**config.mk**
```make
export PLATFORM = sky130hd
export DESIGN_NAME = rxr_ring_writer
export DESIGN_NICKNAME = d
export VERILOG_FILES = /design/src/rtl/rxr_pkg.sv /design/src/rtl/rxr_space_calc.sv /design/src/rtl/rxr_next_calc.sv /design/src/rtl/rxr_addr_step.sv /design/src/rtl/rxr_ring_writer.sv
export SDC_FILE = /design/constraint.sdc
export NUM_CORES = 1
export LEC_CHECK = 0
export BUFFER_PORTS_ARGS = -buffer_cell sky130_fd_sc_hd__buf_2
export CELL_PAD_IN_SITES_DETAIL_PLACEMENT = 0
export CELL_PAD_IN_SITES_GLOBAL_PLACEMENT = 1
export CORE_ASPECT_RATIO = 1.75
export CORE_UTILIZATION = 30
export DETAILED_ROUTE_END_ITERATION = 8
export PLACE_DENSITY_LB_ADDON = 0.1
export SLEW_MARGIN = 10
export SYNTH_ARGS = -nofsm -noshare
export SYNTH_HDL_FRONTEND = slang
export SYNTH_SLANG_ARGS = --single-unit
```
**constraint.sdc**
```tcl
create_clock -name clk -period 25.2 [get_ports clk]
set_input_delay 7.56 -clock clk [delete_from_list [all_inputs] [get_ports clk]]
set_output_delay 7.56 -clock clk [all_outputs]
set_load 0.01 [all_outputs]
```
**src/rtl/rxr_pkg.sv**
```systemverilog
package rxr_pkg;

    typedef enum logic [2:0] {
        ST_IDLE,
        ST_DATA,
        ST_SKIP,
        ST_PAD,
        ST_HDR,
        ST_DONE
    } rxr_state_e;

    localparam logic [7:0] RXS_GOOD  = 8'h01;
    localparam logic [7:0] RXS_GROUP = 8'h20;

    function automatic logic [7:0] rxr_status(input logic group_bit);
        return group_bit ? (RXS_GOOD | RXS_GROUP) : RXS_GOOD;
    endfunction

endpackage

```
**src/rtl/rxr_space_calc.sv**
```systemverilog
module rxr_space_calc #(
    parameter int PAGE_W    = 8,
    parameter int OFF_W     = 8,
    parameter int NEED_BYTES = 1518
) (
    input  logic [PAGE_W-1:0] cur_pg,
    input  logic [PAGE_W-1:0] bnd_pg,
    input  logic [PAGE_W-1:0] start_pg,
    input  logic [PAGE_W-1:0] stop_pg,
    output logic              full
);
    localparam int SUM_W = PAGE_W + 1 + OFF_W;

    logic [PAGE_W:0] avail_pg;
    logic [SUM_W-1:0] avail_bytes;

    always_comb begin
        if (cur_pg < bnd_pg) begin
            avail_pg = {1'b0, bnd_pg} - {1'b0, cur_pg};
        end else begin
            avail_pg = ({1'b0, stop_pg} - {1'b0, start_pg})
                     - ({1'b0, cur_pg} - {1'b0, bnd_pg});
        end
        avail_bytes = {avail_pg, {OFF_W{1'b0}}};
        full = avail_bytes < SUM_W'(NEED_BYTES);
    end

endmodule

```
**src/rtl/rxr_next_calc.sv**
```systemverilog
module rxr_next_calc #(
    parameter int PAGE_W    = 8,
    parameter int OFF_W     = 8,
    parameter int LEN_W     = 16,
    parameter int CRC_BYTES = 4
) (
    input  logic [PAGE_W-1:0] cur_pg,
    input  logic [PAGE_W-1:0] start_pg,
    input  logic [PAGE_W-1:0] stop_pg,
    input  logic [LEN_W-1:0]  total_len,
    output logic [PAGE_W-1:0] next_pg
);
    localparam int PAGE_BYTES = 1 << OFF_W;

    logic [PAGE_W:0] span_pg;
    logic [PAGE_W:0] raw_pg;

    always_comb begin
        // Round up the stored length plus the trailing check bytes to pages.
        span_pg = (PAGE_W+1)'(({1'b0, total_len}
                   + (LEN_W+1)'(CRC_BYTES + PAGE_BYTES - 1)) >> OFF_W);
        raw_pg  = {1'b0, cur_pg} + span_pg;
        if (raw_pg >= {1'b0, stop_pg}) begin
            raw_pg = raw_pg - ({1'b0, stop_pg} - {1'b0, start_pg});
        end
        next_pg = raw_pg[PAGE_W-1:0];
    end

endmodule

```
**src/rtl/rxr_addr_step.sv**
```systemverilog
module rxr_addr_step #(
    parameter int PAGE_W = 8,
    parameter int OFF_W  = 8
) (
    input  logic [PAGE_W+OFF_W-1:0] addr,
    input  logic [PAGE_W-1:0]       start_pg,
    input  logic [PAGE_W-1:0]       stop_pg,
    output logic [PAGE_W+OFF_W-1:0] addr_next
);
    localparam int ADDR_W = PAGE_W + OFF_W;

    logic [ADDR_W-1:0] inc;

    always_comb begin
        inc = addr + ADDR_W'(1);
        if (inc == {stop_pg, {OFF_W{1'b0}}}) begin
            addr_next = {start_pg, {OFF_W{1'b0}}};
        end else begin
            addr_next = inc;
        end
    end

endmodule

```
**src/rtl/rxr_ring_writer.sv**
```systemverilog
module rxr_ring_writer #(
    parameter int PAGE_W    = 8,
    parameter int OFF_W     = 8,
    parameter int MAX_FRAME = 1514,
    parameter int MIN_FRAME = 60,
    parameter int HDR_BYTES = 4,
    parameter int CRC_BYTES = 4,
    parameter int LEN_W     = 16
) (
    input  logic                    clk,
    input  logic                    rst_n,
    input  logic                    in_valid,
    input  logic                    in_sof,
    input  logic                    in_eof,
    input  logic [7:0]              in_data,
    input  logic                    stopped,
    input  logic [PAGE_W-1:0]       start_pg,
    input  logic [PAGE_W-1:0]       stop_pg,
    input  logic [PAGE_W-1:0]       bnd_pg,
    input  logic                    cur_set,
    input  logic [PAGE_W-1:0]       cur_val,
    output logic                    mem_we,
    output logic [PAGE_W+OFF_W-1:0] mem_addr,
    output logic [7:0]              mem_wdata,
    output logic [PAGE_W-1:0]       cur_pg,
    output logic [7:0]              rx_status,
    output logic                    rx_done,
    output logic                    ring_full,
    output logic                    frame_drop
);
    import rxr_pkg::*;

    localparam int ADDR_W     = PAGE_W + OFF_W;
    localparam int CNT_W      = $clog2(MAX_FRAME + 1);
    localparam int HI_W       = (HDR_BYTES > 1) ? $clog2(HDR_BYTES) : 1;
    localparam int NEED_BYTES = MAX_FRAME + HDR_BYTES;

    rxr_state_e state_q, state_d;

    logic [ADDR_W-1:0] wr_addr_q;
    logic [CNT_W-1:0]  cnt_q;
    logic [HI_W-1:0]   hdr_idx_q;
    logic              grp_q;

    logic [ADDR_W-1:0] first_addr;
    logic [ADDR_W-1:0] step_addr;
    logic [ADDR_W-1:0] hdr_addr;
    logic [PAGE_W-1:0] next_pg;
    logic [LEN_W-1:0]  total_len;
    logic [7:0]        hdr_byte;
    logic [7:0]        frame_status;
    logic              sof_seen;
    logic              accept_ok;
    logic              take_frame;
    logic              hdr_last;
    logic              cnt_short_after;
    logic              single_short;

    // ---------------- helpers ----------------
    rxr_space_calc #(
        .PAGE_W     (PAGE_W),
        .OFF_W      (OFF_W),
        .NEED_BYTES (NEED_BYTES)
    ) space_i (
        .cur_pg   (cur_pg),
        .bnd_pg   (bnd_pg),
        .start_pg (start_pg),
        .stop_pg  (stop_pg),
        .full     (ring_full)
    );

    rxr_next_calc #(
        .PAGE_W    (PAGE_W),
        .OFF_W     (OFF_W),
        .LEN_W     (LEN_W),
        .CRC_BYTES (CRC_BYTES)
    ) next_i (
        .cur_pg    (cur_pg),
        .start_pg  (start_pg),
        .stop_pg   (stop_pg),
        .total_len (total_len),
        .next_pg   (next_pg)
    );

    rxr_addr_step #(
        .PAGE_W (PAGE_W),
        .OFF_W  (OFF_W)
    ) step_i (
        .addr      (mem_addr),
        .start_pg  (start_pg),
        .stop_pg   (stop_pg),
        .addr_next (step_addr)
    );

    // ---------------- shared decode ----------------
    always_comb begin
        sof_seen   = in_valid && in_sof
                     && ((state_q == ST_IDLE) || (state_q == ST_DONE));
        accept_ok  = !stopped && !ring_full;
        take_frame = sof_seen && accept_ok;
        first_addr = {cur_pg, OFF_W'(HDR_BYTES)};
        hdr_addr   = {cur_pg, OFF_W'(hdr_idx_q)};
        hdr_last   = (hdr_idx_q == HI_W'(HDR_BYTES - 1));
        total_len  = LEN_W'(cnt_q) + LEN_W'(HDR_BYTES);
        frame_status = rxr_status(grp_q);
        cnt_short_after = ({1'b0, cnt_q} + (CNT_W+1)'(1)) < (CNT_W+1)'(MIN_FRAME);
        single_short    = (MIN_FRAME > 1);
        case (hdr_idx_q)
            HI_W'(0): hdr_byte = frame_status;
            HI_W'(1): hdr_byte = 8'(next_pg);
            HI_W'(2): hdr_byte = total_len[7:0];
            default:  hdr_byte = total_len[15:8];
        endcase
    end

    // ---------------- next state ----------------
    always_comb begin
        state_d = state_q;
        unique case (state_q)
            ST_IDLE, ST_DONE: begin
                if (sof_seen) begin
                    if (!accept_ok) begin
                        state_d = in_eof ? ST_IDLE : ST_SKIP;
                    end else if (in_eof) begin
                        state_d = single_short ? ST_PAD : ST_HDR;
                    end else begin
                        state_d = ST_DATA;
                    end
                end else begin
                    state_d = ST_IDLE;
                end
            end
            ST_DATA: begin
                if (in_valid && in_eof) begin
                    state_d = cnt_short_after ? ST_PAD : ST_HDR;
                end
            end
            ST_SKIP: begin
                if (in_valid && in_eof) begin
                    state_d = ST_IDLE;
                end
            end
            ST_PAD: begin
                if (!cnt_short_after) begin
                    state_d = ST_HDR;
                end
            end
            ST_HDR: begin
                if (hdr_last) begin
                    state_d = ST_DONE;
                end
            end
            default: state_d = ST_IDLE;
        endcase
    end

    // ---------------- state register ----------------
    always_ff @(posedge clk or negedge rst_n) begin
        if (!rst_n) begin
            state_q <= ST_IDLE;
        end else begin
            state_q <= state_d;
        end
    end

    // ---------------- datapath registers ----------------
    always_ff @(posedge clk or negedge rst_n) begin
        if (!rst_n) begin
            wr_addr_q <= '0;
            cnt_q     <= '0;
            hdr_idx_q <= '0;
            grp_q     <= 1'b0;
            cur_pg    <= '0;
            rx_status <= '0;
        end else begin
            if (take_frame) begin
                wr_addr_q <= step_addr;
                cnt_q     <= CNT_W'(1);
                hdr_idx_q <= '0;
                grp_q     <= in_data[0];
            end else if (((state_q == ST_DATA) && in_valid) || (state_q == ST_PAD)) begin
                wr_addr_q <= step_addr;
                cnt_q     <= cnt_q + CNT_W'(1);
            end else if (state_q == ST_HDR) begin
                hdr_idx_q <= hdr_idx_q + HI_W'(1);
            end

            if ((state_q == ST_HDR) && hdr_last) begin
                cur_pg    <= next_pg;
                rx_status <= frame_status;
            end else if (cur_set) begin
                cur_pg    <= cur_val;
            end
        end
    end

    // ---------------- outputs ----------------
    always_comb begin
        mem_we     = 1'b0;
        mem_addr   = wr_addr_q;
        mem_wdata  = in_data;
        rx_done    = 1'b0;
        frame_drop = 1'b0;
        unique case (state_q)
            ST_IDLE, ST_DONE: begin
                rx_done = (state_q == ST_DONE);
                if (sof_seen) begin
                    if (accept_ok) begin
                        mem_we   = 1'b1;
                        mem_addr = first_addr;
                    end else begin
                        frame_drop = 1'b1;
                    end
                end
            end
            ST_DATA: begin
                mem_we = in_valid;
            end
            ST_SKIP: begin
                mem_we = 1'b0;
            end
            ST_PAD: begin
                mem_we    = 1'b1;
                mem_wdata = 8'h00;
            end
            ST_HDR: begin
                mem_we    = 1'b1;
                mem_addr  = hdr_addr;
                mem_wdata = hdr_byte;
            end
            default: mem_we = 1'b0;
        endcase
    end

endmodule

```
==> metrics.yaml <==
outcome: "finished clean"
cts_root_buf: "clkbuf_16"
r2r_slack_ns: 17.61
final_cell_mix: "buf_2, nand2_1, inv_1"
crit_arrival_ns: 12.83
skew_ns: 0.0144
busiest_layer: "met2"
cp-start-kind: "primary input"
hold_class: "reg2reg"
syn_area_um2: 5920
numPlacedInstances: 1045
wl_per_cell_um: 20.6
hold_violations: 0
via_count: 5727
drc: 0
grt_pass1_wl_mm: 33.5
layout_commonest_cell: "buf_2"
total_power_uw: 513
peakVddDrop_mv: 0.0316
max_freq_mhz: 49.1
cpPeakStageDelay_ns: 0.56
fin_nets: 924
slowest_stage: "mux2i_1"
finalSetupTns_ns: 0
synthTopCellsByArea: "dfrtp_1, ha_1, nand2_1"
use_met3_pct: 2.09
cts.clk_slew.worst_paths_ns: 0.06
cts_buffer_depth: 2
yosysSeqAreaShare_pct: 18.2
power_density_nw_per_um2: 76.6
drtIter0Drc: 230
num_io_pins: 91
dp_slack_ns: 4.81
place_area_um2: 6530
post-route-min-period_ns: 20.39
worst_slack_ns: 4.81
synth_cell_type_count: 82
clk_latency_ns: 0.31
grt_pass1_vias: 5800
grt_overflow: 0
stdcell_area_um2: 6700
globalplace.congestion: 0.844
worst_pin_slew_ns: 0.853
antenna_found_initial: 0
fin_cells: 1053
syn-instance-count: 748
area_growth_pct: 13.3
cp.required_ns: 17.64
dieHeight_um: 188
firstDrtPassIters: 5
synth_ff_type: "dfrtp_1"
synth-seq-cells: 43
htreeDepth: 2
ys_warn_count: 0
row_count: 67
cp_common_cell: "inv_1"
synth_edf_count: 0
relSlewSlack_pct: 43.1
wl_mm: 21.7
slew_viol_final: 0
cts_setup_buffers: 0
cts_tree: "done"
worstPathMaxFanout: 40
yosys.area.top_type_share_pct: 18.2
crit_chain: "buf_2 -> inv_1 -> ha_1 -> inv_1 -> fa_1 -> a21o_1 -> a21oi_1 -> o211ai_1 -> xor2_1 -> fa_1 -> ha_1 -> or3_1 -> a221oi_2 -> nor3b_1 -> o2bb2ai_1 -> nand2_1 -> a311oi_4 -> buf_4 -> mux2i_1 -> inv_1 -> buf_2"
start_util_pct: 30.8
cts_resized: 0
fp.dieW_um: 108
grt_start_max_net_pins: 44
finalSetupViolCount: 0
grt_use_met2_pct: 41.3
path_class: "in2out"
hold_buffers: 0
track_usage_pct: 22.2
period_share_pct: 80.9
io_buffers: 84
drive_above_1_share_pct: 16.3
hold_slack_ns: 0.461
avgSynthCellArea_um2: 7.91
viasPerCell: 5.44
synthArstFlopShare_pct: 100
utilization_pct: 34.9
p_leak_nw: 3.10
antenna_cells: 0
antenna_left: 0
worstSetupEndpointType: "output port"
cts_buffers: 5
grt_use_met1_pct: 23.7
design.core.area_um2: 19200
synth_top_area_cell: "dfrtp_1"
die_area_um2: 20300
drv_cap: 0
clkSinkCount: 43
dp_hpwl_mm: 17.6
rsz0062_at_grt: "false"
## flip-flops by register name, indices dropped and copies added, names as in the netlist
name and count:
cur_pg 8, hdr_idx_q 2, cnt_q 11, rx_status 2, wr_addr_q 16, state_q 3, grp_q 1
## worst max-delay path: cells and delay by family
kind / cells / cell delay (ns)
XOR/XNOR: 1 / 0.25
AND/OR/NAND/NOR: 3 / 0.68
adder cells (fa/ha/maj): 4 / 1.29
multiplexers: 1 / 0.56
AO/OA/AOI/OAI: 6 / 1.50
buffers and inverters: 6 / 0.98
## final timing paths
kind,from,endpoint,depth (start not counted)
setup / recovery,stop_pg[0],mem_addr[15],21
max in group asynchronous,rst_n,wr_addr_q[3],2
hold reg to reg,rx_status[0],rx_status[0],1
min in group asynchronous,rst_n,state_q[2],2
setup reg to reg,cur_pg[1],wr_addr_q[9],23
hold / removal,rx_status[0],rx_status[0],1
## cells in the mapped netlist, drive strengths merged, types with 4 or more instances
cell,count
o41ai,4
nor2,55
xnor2,28
or2,5
o211ai,8
ha,54
and3,10
nor2b,12
o311ai,4
a211oi,6
a221oi,7
inv,69
or3,11
nand2,73
nand3,16
xor2,23
o21a,7
nor3b,4
a21oi,39
or4,4
a21o,20
nand4,5
and2,5
buf,16
fa,12
clkbuf,25
dfrtp,43
nor3,11
o21ai,56
o21bai,8
nand2b,6
mux2,11
o31ai,10
a31oi,13
mux2i,15
## report_power, final
part | internal (mW) | switching (mW) | total, mW | leakage (nW)
Clock | 0.0473 | 0.0334 | 0.0807 | 0.0804
Combinational | 0.128 | 0.187 | 0.315 | 2.49
Sequential | 0.0846 | 0.0323 | 0.117 | 0.527
Total | 0.260 | 0.253 | 0.513 | 3.10
## final cells by class
| cell class | instances | area, um^2 |
|---|---|---|
| clock buffer | 5 | 125 |
| timing repair buffer | 91 | 473 |
| tap | 241 | 302 |
| sequential | 43 | 1080 |
| fill | 2065 | 12500 |
| multi-input combinational | 601 | 4420 |
| inverter | 69 | 259 |
| clock inverter | 3 | 46.3 |
## cells by family (layout without fill, tap and decap cells)
group           count (synthesis)  in the layout  share of synthesized area, %
mux                            26             26                          4.63
flops                          43             43                          18.2
xor+xnor                       53             53                          8.44
simple gates                  228            228                          19.1
buf+inv                       110            168                          7.68
other cells                     1              7                        0.0634
fa+ha+maj                      66             66                          15.5
compound gates                221            221                          26.4
## layer usage
metal	vias up	part of all wire, %
met2	136	54
li1	2787	-
met5	-	0
met3	48	3.6
met1	2756	37
met4	0	5.5
(Power assumes the default switching activity.)
